<file path="config.mk">
export PLATFORM = sky130hd
export DESIGN_NAME = trig_gate
export DESIGN_NICKNAME = d
export VERILOG_FILES = /design/src/rtl/tg_pkg.sv /design/src/rtl/tg_ctrl.sv /design/src/rtl/tg_datapath.sv /design/src/rtl/trig_gate.sv
export SDC_FILE = /design/constraint.sdc
export NUM_CORES = 1
export LEC_CHECK = 0
export CAP_MARGIN = 15
export CELL_PAD_IN_SITES_DETAIL_PLACEMENT = 1
export CELL_PAD_IN_SITES_GLOBAL_PLACEMENT = 2
export CORE_UTILIZATION = 45
export CTS_CLUSTER_SIZE = 30
export DETAILED_ROUTE_END_ITERATION = 12
export PLACE_DENSITY_LB_ADDON = 0.1
export SLEW_MARGIN = 25
export SYNTH_ARGS = -nofsm -noshare
export SYNTH_HDL_FRONTEND = slang
export SYNTH_SLANG_ARGS = --single-unit
export TNS_END_PERCENT = 10
</file>
<file path="constraint.sdc">
create_clock -name clk -period 10.8 [get_ports clk]
set_input_delay 1.62 -clock clk [delete_from_list [all_inputs] [get_ports clk]]
set_output_delay 1.62 -clock clk [all_outputs]
set_load 0.02 [all_outputs]
</file>
<file path="src/rtl/tg_pkg.sv">
package tg_pkg;
  localparam int EVT_W  = 16;
  localparam int TYPE_W = 8;
  localparam int ENTRY_W = EVT_W + TYPE_W;

  typedef struct packed {
    logic [TYPE_W-1:0] trigType;
    logic [EVT_W-1:0]  evtNum;
  } tgEntry_t;

  typedef struct packed {
    logic accept;
    logic lose;
    logic pop;
  } tgStrobe_t;
endpackage

</file>
<file path="src/rtl/tg_ctrl.sv">
module tg_ctrl
  import tg_pkg::*;
#(
  parameter int NUM_FE = 4,
  parameter int LVL_W  = 10
) (
  input  logic              clk,
  input  logic              rstN,
  input  logic              upTrig,
  input  logic [NUM_FE-1:0] feBusy,
  input  logic [LVL_W-1:0]  evtLevel,
  input  logic [LVL_W-1:0]  afThresh,
  input  logic              fifoFull,
  input  logic              fifoEmpty,
  input  logic              hostPop,
  output tgStrobe_t         strobe,
  output logic              feTrig
);
  logic anyBusy;
  logic throttled;
  logic blocked;

  assign anyBusy   = |feBusy;
  assign throttled = (evtLevel >= afThresh);
  assign blocked   = anyBusy | throttled | fifoFull;

  always_comb begin
    strobe.accept = upTrig & ~blocked;
    strobe.lose   = upTrig & blocked;
    strobe.pop    = hostPop & ~fifoEmpty;
  end

  always_ff @(posedge clk) begin
    if (!rstN) feTrig <= 1'b0;
    else       feTrig <= strobe.accept;
  end


  fe_pulse_chk: assert property (@(posedge clk) disable iff (!rstN)
    feTrig |-> $past(upTrig));

  busy_block_chk: assert property (@(posedge clk) disable iff (!rstN)
    feTrig |-> ($past(feBusy) == '0));

  thresh_block_chk: assert property (@(posedge clk) disable iff (!rstN)
    feTrig |-> ($past(evtLevel) < $past(afThresh)));
endmodule

</file>
<file path="src/rtl/tg_datapath.sv">
module tg_datapath
  import tg_pkg::*;
#(
  parameter int DEPTH  = 8,
  parameter int LOST_W = 16
) (
  input  logic              clk,
  input  logic              rstN,
  input  tgStrobe_t         strobe,
  input  tgEntry_t          inEntry,
  output tgEntry_t          outEntry,
  output logic              fifoFull,
  output logic              fifoEmpty,
  output logic [LOST_W-1:0] lostCount
);
  localparam int PTR_W = (DEPTH > 1) ? $clog2(DEPTH) : 1;
  localparam int CNT_W = $clog2(DEPTH + 1);
  localparam logic [PTR_W-1:0] LAST_PTR = PTR_W'(DEPTH - 1);
  localparam logic [CNT_W-1:0] FULL_CNT = CNT_W'(DEPTH);

  tgEntry_t         mem [DEPTH];
  logic [PTR_W-1:0] wrPtr;
  logic [PTR_W-1:0] rdPtr;
  logic [CNT_W-1:0] count;

  assign fifoFull  = (count == FULL_CNT);
  assign fifoEmpty = (count == '0);
  assign outEntry  = mem[rdPtr];

  always_ff @(posedge clk) begin
    if (strobe.accept) mem[wrPtr] <= inEntry;
  end

  always_ff @(posedge clk) begin
    if (!rstN) begin
      wrPtr <= '0;
      rdPtr <= '0;
      count <= '0;
    end else begin
      if (strobe.accept) wrPtr <= (wrPtr == LAST_PTR) ? '0 : wrPtr + 1'b1;
      if (strobe.pop)    rdPtr <= (rdPtr == LAST_PTR) ? '0 : rdPtr + 1'b1;
      case ({strobe.accept, strobe.pop})
        2'b10:   count <= count + 1'b1;
        2'b01:   count <= count - 1'b1;
        default: count <= count;
      endcase
    end
  end

  always_ff @(posedge clk) begin
    if (!rstN)            lostCount <= '0;
    else if (strobe.lose) lostCount <= lostCount + 1'b1;
  end


  lost_step_chk: assert property (@(posedge clk) disable iff (!rstN)
    strobe.lose |=> (lostCount == $past(lostCount) + 1'b1));

  lost_hold_chk: assert property (@(posedge clk) disable iff (!rstN)
    !strobe.lose |=> $stable(lostCount));

  no_overflow_chk: assert property (@(posedge clk) disable iff (!rstN)
    strobe.accept |-> (count < FULL_CNT) || strobe.pop);

  empty_pop_chk: assert property (@(posedge clk) disable iff (!rstN)
    (fifoEmpty && !strobe.accept) |=> fifoEmpty);

  same_cycle_chk: assert property (@(posedge clk) disable iff (!rstN)
    (strobe.accept && strobe.pop) |=> $stable(count));
endmodule

</file>
<file path="src/rtl/trig_gate.sv">
module trig_gate
  import tg_pkg::*;
#(
  parameter int NUM_FE = 4,
  parameter int LVL_W  = 10,
  parameter int DEPTH  = 8,
  parameter int LOST_W = 16
) (
  input  logic              clk,
  input  logic              rstN,
  input  logic              upTrig,
  input  logic [15:0]       upEvtNum,
  input  logic [7:0]        upTrigType,
  input  logic [NUM_FE-1:0] feBusy,
  output logic              feTrig,
  input  logic [LVL_W-1:0]  evtLevel,
  input  logic [LVL_W-1:0]  afThresh,
  output logic [LOST_W-1:0] lostCount,
  output logic              hostIrq,
  input  logic              hostPop,
  output logic [23:0]       hostData
);
  tgStrobe_t strobe;
  tgEntry_t  inEntry;
  tgEntry_t  outEntry;
  logic      fifoFull;
  logic      fifoEmpty;

  assign inEntry.trigType = upTrigType;
  assign inEntry.evtNum   = upEvtNum;
  assign hostData         = outEntry;
  assign hostIrq          = ~fifoEmpty;

  tg_ctrl #(.NUM_FE(NUM_FE), .LVL_W(LVL_W)) u_ctrl (
    .clk(clk), .rstN(rstN), .upTrig(upTrig), .feBusy(feBusy),
    .evtLevel(evtLevel), .afThresh(afThresh), .fifoFull(fifoFull),
    .fifoEmpty(fifoEmpty), .hostPop(hostPop), .strobe(strobe), .feTrig(feTrig)
  );

  tg_datapath #(.DEPTH(DEPTH), .LOST_W(LOST_W)) u_dp (
    .clk(clk), .rstN(rstN), .strobe(strobe), .inEntry(inEntry),
    .outEntry(outEntry), .fifoFull(fifoFull), .fifoEmpty(fifoEmpty),
    .lostCount(lostCount)
  );


  irq_fall_chk: assert property (@(posedge clk) disable iff (!rstN)
    ($past(hostIrq) && !hostIrq) |-> $past(hostPop));
endmodule

</file>
==> impl_metrics.env <==
export IMPL_synth_area_mux_share=0.162
export IMPL_crit_chain="clkdlybuf4s50_1 > inv_1 > ha_1 > a21oi_1 > o211ai_1 > a21oi_1 > o21a_1 > nand2_1 > ha_1 > xor2_1 > ha_1 > a21oi_1 > xor2_1 > or3_1 > a21oi_1"
export IMPL_p_leak_nw=3.55
export IMPL_dieArea_um2=20500
export IMPL_dr_wl_met2_mm=9.87
export IMPL_min_delay_start="u_dp.rdPtr[1]$_SDFFE_PN0P_"
export IMPL_synth_top_family_by_area="multiplexers"
export IMPL_yosys_warnings=0
export IMPL_design_area_um2=10900
export IMPL_avgViaCountPerCell=5.43
export IMPL_hpwlAfterDp_mm=11.2
export IMPL_track_usage=0.192
export IMPL_required_ns=11.22
export IMPL_cp_arrival_ns=5.08
export IMPL_synth_async_reset_ratio=0
export IMPL_yosysSeqAreaShare=0.711
export IMPL_antenna_found_initial=0
export IMPL_synth_adder_area_share=0.0252
export IMPL_cts_tree="done"
export IMPL_syn_area_um2=8950
export IMPL_drt_met1_wl_mm=7.78
export IMPL_slew_violations=0
export IMPL_holdCritPathClass="reg -> reg"
export IMPL_max_cap_violations=0
export IMPL_cellPowerDensity_nw_per_um2=158
export IMPL_overflow=0
export IMPL_post_cts_buffers=0
export IMPL_start_kind="input pin"
export IMPL_cpMostUsedCell="a21oi_1"
export IMPL_grt_pass1_vias=5227
export IMPL_p_switching_w=0.000347
export IMPL_final_nets=671
export IMPL_cp_startpoint="afThresh[9]"
export IMPL_core_um2=19500
export IMPL_clk_pin_slew_worst_paths_ns=0.06
export IMPL_outcome="finished clean"
export IMPL_rsz0062_at_grt="no"
export IMPL_power_frac_seq=0.543
export IMPL_clk_latency_ns=0.51
export IMPL_comb_power_share=0.044
export IMPL_cts_buffers=23
export IMPL_synth_xor_area_frac=0.00489
export IMPL_drc=0
export IMPL_clock_skew_final_ns=0.0218
export IMPL_drt_iter0_drc=244
export IMPL_dr_total_vias=4780
export IMPL_ys_flop_type="edfxtp_1"
export IMPL_fin_crit_ns=4.66
export IMPL_post_cts_resized=0
export IMPL_power_frac_clock=0.413
export IMPL_drt_wirelength_per_cell_um=21.3
export IMPL_synth_edf_count=192
export IMPL_period_share=0.432
export IMPL_filler_cell_count=1758
export IMPL_cts_path_max_buffers=3
export IMPL_finish_utilization=0.562
export IMPL_p_int_w=0.00138
export IMPL_placed_area_um2=10200
export IMPL_die_width_um=143
export IMPL_die_h_um=143
export IMPL_worst_pin_slew_ns=0.810
export IMPL_end_kind="flop"
export IMPL_synthesis_nets=561
export IMPL_htreeDepth=1
export IMPL_gp_congestion=0.703
export IMPL_top_layer="met4"
export IMPL_fin_ws_ns=6.14
export IMPL_fmax_mhz=214
export IMPL_whs_ns=0.488
export IMPL_drt_first_pass_iters=4
export IMPL_slew_limit_headroom=0.458
export IMPL_diodes=0
export IMPL_synth_area_per_cell_um2=18.2
export IMPL_setup_viol=0
export IMPL_grt_pass1_wl_mm=29.1
export IMPL_crit_path_top_delay_cell="clkdlybuf4s50_1"
export IMPL_wl_met3_um=897
export IMPL_floorplan_initialDensity=0.460
export IMPL_io_pins=94
export IMPL_port_buffers=93
export IMPL_crit_type="in -> reg"
export IMPL_switching_share=0.201
export IMPL_ys_ff_latch=222
export IMPL_hold_viol=0
export IMPL_grt_start_max_net_pins=49
export IMPL_pre_cts_ws_ns=5.67
export IMPL_crit_fanout=11
export IMPL_slowest_delay_ns=0.45
export IMPL_reg2reg_from="u_dp.count[1]$_SDFFE_PN0P_"
export IMPL_synth_distinct_cells=40
export IMPL_synth_simple_area_share=0.0514
export IMPL_rows=51
export IMPL_postSynthCellCount=491
export IMPL_drive_above_1_share=0.211
export IMPL_fin_setup_tns_ns=0
export IMPL_peakVddDrop_mv=0.0959
export IMPL_holdBufCountCts=0
export IMPL_cts_root_buf="clkbuf_16"
export IMPL_routed_wl_mm=18.8
export IMPL_clock_sinks=222
export IMPL_syn2layout_area_growth_pct=22.3
export IMPL_postRouteAntennaNets=0
export IMPL_synth_compound_area_frac=0.0285
[metal layers]
| metal | up-vias | global-route usage |
|---|---|---|
| li1 | 2175 | - |
| met1 | 2478 | 0.236 |
| met2 | 111 | 0.348 |
| met3 | 16 | 0.0335 |
| met4 | 0 | 0.0498 |
| met5 | - | 0 |
[power by group through the flow]
stage	sequential, W	combinational (W)	clock, W
final	0.000937	0.0000762	0.000712
after global placement	0.000957	0.0000706	0
after global routing	0.000937	0.0000832	0.000759
after floorplan	0.000954	0.0000350	0
after CTS	0.000939	0.0000744	0.000733
after detailed placement	0.000957	0.0000740	0
[stage by stage]
| stage | cells | total power [W] |
|---|---|---|
| after global placement | 840 | 0.00103 |
| after global routing | 880 | 0.00178 |
| after floorplan | 491 | 0.000989 |
| after CTS | 879 | 0.00175 |
| after detailed placement | 840 | 0.00103 |
| final | 880 | 0.00172 |
[sequential cells by signal, summed over array words and instances (netlist names), named ones only]
name / flops
u_dp.count: 4
u_dp.wrPtr: 3
u_dp.lostCount: 16
u_dp.rdPtr: 3
u_ctrl.feTrig: 1
u_dp.mem: 192
[final timing paths]
path                            slack (ns)                    endpoint  cells after the start
worst max-delay path                  6.14  u_dp.count[2]$_SDFFE_PN0P_                     15
worst min-delay path                  0.49                        flop                      2
worst max register to register        7.73  u_dp.count[2]$_SDFFE_PN0P_                     11
worst min register to register        0.49                        flop                      2
[synth_stat cells (all sizes together), types with 2 or more instances]
cell    count  share of area
o21ai       6         0.0034
or4         2         0.0017
o31ai       2         0.0017
nor3        4         0.0022
inv        17         0.0071
mux4       48           0.12
nand3b      4         0.0034
ha         18          0.025
or3         3         0.0021
o22ai       2         0.0021
a21oi      19          0.011
mux2i      10          0.011
xor2        3         0.0029
xnor2       2         0.0020
and4        2         0.0020
nand2      30          0.013
nand2b      8         0.0056
dfxtp      30          0.067
mux2       24          0.030
nand4       7         0.0049
nor4        6         0.0042
nor2        9         0.0038
and3        5         0.0035
o21a        2         0.0017
edfxtp    192           0.64
buf         8         0.0048
a31o        3         0.0029
nand3       7         0.0039
clkbuf     11         0.0046
[cell usage in the layout (no fill, tap or decap), types with 2 or more instances in the layout]
cell             instances
nor2_1                   7
nand2_1                 30
mux2_2                  24
nand4_1                  7
nand3b_1                 4
o31ai_1                  2
nand2b_1                 8
dfxtp_1                 28
clkbuf_8                 2
o21ai_0                  5
and4_1                   2
and3_1                   5
mux4_2                  48
nor3_1                   2
buf_4                   10
clkbuf_1                 6
clkbuf_16               23
nor4_2                   4
xor2_1                   3
clkdlybuf4s50_1         93
mux2i_1                 10
nor3_2                   2
inv_1                   17
xnor2_1                  2
a21oi_1                 19
clkinv_2                 3
nor4_1                   2
or4_1                    2
clkinv_1                 3
or3_1                    3
nand3_1                  7
a31o_2                   3
nor2_2                   2
ha_1                    18
o21a_1                   2
edfxtp_1               192
[area by class of cell]
cell class              instances  area, um2  area share
flip-flops and latches        222       6370       0.582
repair buffers                104       1030      0.0944
well taps                     265        332      0.0303
clock inverters                 8       42.5     0.00389
clock buffers                  31        626      0.0572
inverters                      17       63.8     0.00583
multi-input cells             233       2480       0.226
[cells by family (layout without fill, tap and decap cells)]
kind of cell / count (synthesis) / in the layout
adder cells (fa/ha/maj): 18 / 18
XOR/XNOR: 5 / 5
buffers and inverters: 36 / 160
AND/OR/NAND/NOR: 89 / 89
multiplexers: 82 / 82
flip-flops: 222 / 222
AO/OA/AOI/OAI: 39 / 39
[worst max-delay path, delay by kind of cell]
| kind | cells | cell delay [ns] |
|---|---|---|
| compound gates | 6 | 1.28 |
| fa+ha+maj | 3 | 0.84 |
| simple gates | 2 | 0.58 |
| buf+inv | 2 | 0.49 |
| xor+xnor | 2 | 0.27 |
No activity file was read; power rests on OpenSTA's default activity.
